`src/rtl/excPkg.sv`:
```
package excPkg;
  localparam int CAUSE_W = 4;

  typedef enum logic [CAUSE_W-1:0] {
    CAUSE_NONE       = 4'd0,
    CAUSE_STK_OVER   = 4'd1,
    CAUSE_STK_UNDER  = 4'd2,
    CAUSE_BAD_INSTR  = 4'd3,
    CAUSE_DIV_ZERO   = 4'd4,
    CAUSE_IMEM_RANGE = 4'd5,
    CAUSE_DMEM_RANGE = 4'd6
  } causeCode_t;

  typedef enum logic [1:0] {
    SRC_NONE = 2'd0,
    SRC_DEC  = 2'd1,
    SRC_EX   = 2'd2,
    SRC_MEM  = 2'd3
  } pcSrc_t;

  typedef struct packed {
    logic       take;
    pcSrc_t     srcSel;
    causeCode_t code;
  } excCtl_t;
endpackage

```
`src/rtl/excControl.sv`:
```
module excControl
  import excPkg::*;
(
  input  logic    clk,
  input  logic    rst,
  input  logic    decInvalid,
  input  logic    exDivZero,
  input  logic    exImemOob,
  input  logic    memStackOver,
  input  logic    memStackUnder,
  input  logic    memDmemOob,
  output excCtl_t ctl
);
  logic memAny, exAny, decAny;

  assign memAny = memStackOver | memStackUnder | memDmemOob;
  assign exAny  = exDivZero | exImemOob;
  assign decAny = decInvalid;

  // Oldest instruction first: memory, then execute, then decode.
  always_comb begin
    ctl.take   = memAny | exAny | decAny;
    ctl.srcSel = SRC_NONE;
    ctl.code   = CAUSE_NONE;
    if (memAny) begin
      ctl.srcSel = SRC_MEM;
      if (memStackOver)       ctl.code = CAUSE_STK_OVER;
      else if (memStackUnder) ctl.code = CAUSE_STK_UNDER;
      else                    ctl.code = CAUSE_DMEM_RANGE;
    end else if (exAny) begin
      ctl.srcSel = SRC_EX;
      if (exDivZero) ctl.code = CAUSE_DIV_ZERO;
      else           ctl.code = CAUSE_IMEM_RANGE;
    end else if (decAny) begin
      ctl.srcSel = SRC_DEC;
      ctl.code   = CAUSE_BAD_INSTR;
    end
  end

  // a decode fault is never chosen while an execute fault is present
  a_r5_ex_over_dec: assert property (@(posedge clk) disable iff (rst)
    exAny |-> (ctl.srcSel != SRC_DEC));

  // a memory fault always selects the memory-stage PC
  a_r4_mem_first: assert property (@(posedge clk) disable iff (rst)
    memAny |-> (ctl.srcSel == SRC_MEM));
endmodule

```
`src/rtl/excDatapath.sv`:
```
module excDatapath
  import excPkg::*;
#(
  parameter int PC_W = 32
) (
  input  logic               clk,
  input  logic               rst,
  input  excCtl_t            ctl,
  input  logic [PC_W-1:0]    decPc,
  input  logic [PC_W-1:0]    exPc,
  input  logic [PC_W-1:0]    memPc,
  output logic [PC_W-1:0]    epc,
  output logic [CAUSE_W-1:0] cause,
  output logic               excTaken
);
  logic [PC_W-1:0] pcPick;

  always_comb begin
    case (ctl.srcSel)
      SRC_MEM: pcPick = memPc;
      SRC_EX:  pcPick = exPc;
      SRC_DEC: pcPick = decPc;
      default: pcPick = epc;
    endcase
  end

  always_ff @(posedge clk) begin
    if (rst) begin
      epc      <= '0;
      cause    <= '0;
      excTaken <= 1'b0;
    end else begin
      excTaken <= ctl.take;
      if (ctl.take) begin
        epc   <= pcPick;
        cause <= ctl.code;
      end
    end
  end

  // registers hold across a cycle with no accepted fault
  a_r8_hold: assert property (@(posedge clk) disable iff (rst)
    !ctl.take |=> ($stable(epc) && $stable(cause)));

  // cause stays within the defined code range
  a_r2_code_range: assert property (@(posedge clk) disable iff (rst)
    cause <= 4'd6);
endmodule

```
`src/rtl/excCapture.sv`:
```
module excCapture
  import excPkg::*;
#(
  parameter int PC_W = 32
) (
  input  logic               clk,
  input  logic               rst,
  input  logic               decInvalid,
  input  logic [PC_W-1:0]    decPc,
  input  logic               exDivZero,
  input  logic               exImemOob,
  input  logic [PC_W-1:0]    exPc,
  input  logic               memStackOver,
  input  logic               memStackUnder,
  input  logic               memDmemOob,
  input  logic [PC_W-1:0]    memPc,
  output logic [PC_W-1:0]    epc,
  output logic [CAUSE_W-1:0] cause,
  output logic               excTaken
);
  excCtl_t ctl;

  excControl uCtl (
    .clk(clk), .rst(rst),
    .decInvalid(decInvalid), .exDivZero(exDivZero), .exImemOob(exImemOob),
    .memStackOver(memStackOver), .memStackUnder(memStackUnder),
    .memDmemOob(memDmemOob), .ctl(ctl)
  );

  excDatapath #(.PC_W(PC_W)) uDp (
    .clk(clk), .rst(rst), .ctl(ctl),
    .decPc(decPc), .exPc(exPc), .memPc(memPc),
    .epc(epc), .cause(cause), .excTaken(excTaken)
  );

  logic anyFault;
  assign anyFault = decInvalid | exDivZero | exImemOob |
                    memStackOver | memStackUnder | memDmemOob;

  // taken pulse follows exactly the cycles with a fault
  a_r9_taken_follows: assert property (@(posedge clk) disable iff (rst)
    anyFault |=> excTaken);
  a_r9_no_spurious: assert property (@(posedge clk) disable iff (rst)
    !anyFault |=> !excTaken);

  // stack overflow records code 1 with the memory-stage PC
  a_r6_overflow_wins: assert property (@(posedge clk) disable iff (rst)
    memStackOver |=> (cause == 4'd1 && epc == $past(memPc)));

  // lone decode fault records code 3 with the decode-stage PC
  a_r3_dec_pc: assert property (@(posedge clk) disable iff (rst)
    (decInvalid && !exDivZero && !exImemOob && !memStackOver &&
     !memStackUnder && !memDmemOob)
    |=> (cause == 4'd3 && epc == $past(decPc)));

  // divide by zero beats instruction range when no memory fault
  a_r7_div_first: assert property (@(posedge clk) disable iff (rst)
    (exDivZero && !memStackOver && !memStackUnder && !memDmemOob)
    |=> (cause == 4'd4 && epc == $past(exPc)));
endmodule

```
`config.mk`:
```
export PLATFORM = sky130hd
export DESIGN_NAME = excCapture
export DESIGN_NICKNAME = d
export VERILOG_FILES = /design/src/rtl/excPkg.sv /design/src/rtl/excControl.sv /design/src/rtl/excDatapath.sv /design/src/rtl/excCapture.sv
export SDC_FILE = /design/constraint.sdc
export NUM_CORES = 1
export LEC_CHECK = 0
export ABC_AREA = 1
export ABC_CLOCK_PERIOD_IN_PS = 5100
export BUFFER_PORTS_ARGS = -buffer_cell sky130_fd_sc_hd__buf_2
export CORE_MARGIN = 2
export CORE_UTILIZATION = 40
export DETAILED_ROUTE_END_ITERATION = 6
export MAX_ROUTING_LAYER = met4
export PLACE_DENSITY = 0.74
export SYNTH_ARGS = -nofsm -noshare
export SYNTH_HDL_FRONTEND = slang
export SYNTH_HIERARCHICAL = 1
export SYNTH_SLANG_ARGS = --single-unit
export TNS_END_PERCENT = 50
```
`constraint.sdc`:
```
create_clock -name clk -period 5.1 [get_ports clk]
set_clock_uncertainty 0.1 [all_clocks]
set_input_delay 1.02 -clock clk [delete_from_list [all_inputs] [get_ports clk]]
set_output_delay 1.02 -clock clk [all_outputs]
set_load 0.02 [all_outputs]
```
==> metrics.md <==
| Metric | Value |
|---|---|
| Status | finished, final reports clean |
| Fin util | 56.52% |
| Die Y | 77.10 um |
| 1st-iter DRT viols | 47 |
| Most common cell after layout, fill and taps aside | buf_2 |
| Port Buffer Count | 140 |
| WL/cell | 10.73 um |
| Clock sinks | 37 |
| DRT Pass-1 Iters | 4 |
| Mean Syn Cell Area | 6.515 sq um |
| Die area | 0.005944 sq mm |
| Worst R2R Setup Slack | 4330 ps |
| RSZ-0062 raised after global routing | no |
| Clock Tree Buf Depth | 2 |
| PwrDens | 245.4 mW/mm^2 |
| Share of layout cells above drive strength 1 | 39.65% |
| Core footprint | 0.005140 sq mm |
| First-pass GRT wire length | 9390 um |
| Startpoint Class | primary input |
| MaxCap Viol Count | 0 |
| Mapped Nets | 435 |
| Buffer count from post-CTS setup fixing | 0 |
| Peak VDD IR | 130.1 uV |
| Yosys reg bits | 37 |
| Nets | 560 |
| Number of global-route vias before repair | 2,216 |
| Total CTS buffers | 5 |
| Hold Buf Count CTS | 0 |
| P_leak | 1.496 nW |
| Peak fanout along the critical path | 33 |
| Hold WS | 408.9 ps |
| Register area share after synthesis | 34.66% |
| Overflow after GRT | 0 |
| Final ANT Viol Nets | 0 |
| Fmax | 325.3 MHz |
| Reg2reg end | uDp/epc[26] |
| Post-CTS sizing | 0 |
| Post-Syn Area | 0.002137 sq mm |
| Placed cell area | 0.002804 sq mm |
| Drt total wl | 5621 um |
| GRT Total Usage | 19.47% |
| Diodes inserted | 0 |
| Row cnt | 26 |
| Worst hold path startpoint | uDp/cause[0] |
| Most frequent cells in the layout | buf_2, nand2_1, dfxtp_1 |
| Worst-path clk slew | 70 ps |
| Hold Vio Cnt, Final | 0 |
| Fin crit share | 60.27% |
| Ports | 141 |
| TNS Setup | 0 ps |
| Via count | 2,414 |
| CP required | 5210 ps |
| Hold EP | uDp/cause[0] |
| Cells after synthesis | 328 |
| GP Congestion | 0.8064 |
| Worst-Skew Late Latency | 280 ps |
| Vias per inst | 4.607 |
| Horiz. Die Dim | 77.10 um |
| Clock Root Buffer | clkbuf_8 |
| Final setup fails | 0 |
| Hold path cells | 2 |
| Unique cell type count in the Yosys netlist | 22 |
| Initial antenna violation count | 0 |
| Slew Limit Fails | 0 |
| Worst Setup End Kind | register |
| Hold crit path type | reg2reg |
| Post-detail-place hpwl | 4038 um |
| Largest net degree at the start of global routing | 65 |
| Initial core utilization | 41.58% |
| Data arrival, critical path | 3190 ps |
| Slew HR | 19.72% |
| Worst Setup Path Type | in2reg |
| CTS tree | built |
| Post-route DRC | 0 |
| Power Total | 0.7131 mW |
| RR Startpoint | uDp/epc[26] |
| # fillers | 503 |
| Fin area | 0.002905 sq mm |
| Slew @ Worst Pin | 1204 ps |
| Area Growth Syn to Fin | 35.95% |
| Ys Warns | 6 |
| Crit path time final | 3074 ps |
| Htree depth | 2 |
| Reg2Reg Depth | 2 |
## metrics by stage
step,cells,setup slack (ps)
after floorplan,328,2493
after global placement,516,1807
after detailed placement,516,1716
after CTS,524,2002
after global routing,524,1720
final,524,2026
## flip-flops by register name, summed over array words and instances, names as in the netlist
| register | count |
|---|---|
| uDp/cause | 4 |
| uDp/epc | 32 |
| uDp/excTaken | 1 |
## critical path: stages
cell and delay (ps):
buf_2 100, inv_1 40, nand2_1 90, o21ai_0 240
inv_1 100, ha_1 820, buf_4 410, or2_2 170
nand2_1 50, a21oi_1 120
## cell type report
class / instances / area [sq um] / area share, %
tap: 70 / 87.58 / 3.015
clock buffer: 7 / 96.34 / 3.316
sequential: 37 / 740.7 / 25.50
timing repair buffer: 141 / 708.2 / 24.38
inverter: 10 / 37.54 / 1.292
clock inverter: 1 / 5.005 / 0.1723
multi-input combinational: 258 / 1230 / 42.33
## per-layer routing
| layer | global-route usage (%) | part of all wire [%] |
|---|---|---|
| met5 | - | 0 |
| met4 | 4.821 | 1.0 |
| met3 | 4.118 | 6.5 |
| met2 | 35.26 | 48 |
| met1 | 21.86 | 45 |
## worst max-delay path by stage
stage,start,endpoint,slack [ps],cells past startpoint
2_1_floorplan,exImemOob,uDp/epc[0],2490,10
3_3_place_gp,exImemOob,uDp/epc[17],1810,10
3_5_place_dp,exImemOob,uDp/epc[25],1720,10
4_1_cts,exImemOob,uDp/epc[15],2000,10
5_1_grt,exImemOob,uDp/epc[15],1720,10
6_report,exImemOob,uDp/epc[15],2030,10
## synthesized netlist by cell type (all sizes together)
library cell	count	area, sq um
a21oi	32	160.2
inv	10	37.54
or2	32	200.2
nand3	33	165.2
nor2	16	83.83
ha	3	37.54
o21ai	38	190.2
dfxtp	37	740.7
nand2	103	389.1
conb	1	3.750
buf	16	100.1
clkbuf	7	28.78
## where the power goes
part           internal, mW  switching (mW)
Clock                 0.122          0.0980
Sequential            0.312          0.0101
Combinational        0.0781          0.0932
Total                 0.512           0.201
## logic make-up after synthesis
group | Yosys count | share of synthesized area [%]
AO/OA/AOI/OAI | 70 | 16.39
adder cells (fa/ha/maj) | 3 | 1.757
buffers and inverters | 33 | 7.787
AND/OR/NAND/NOR | 184 | 39.23
flip-flops | 37 | 34.66
other | 1 | 0.1755
No activity file was read; power rests on OpenSTA's default activity.
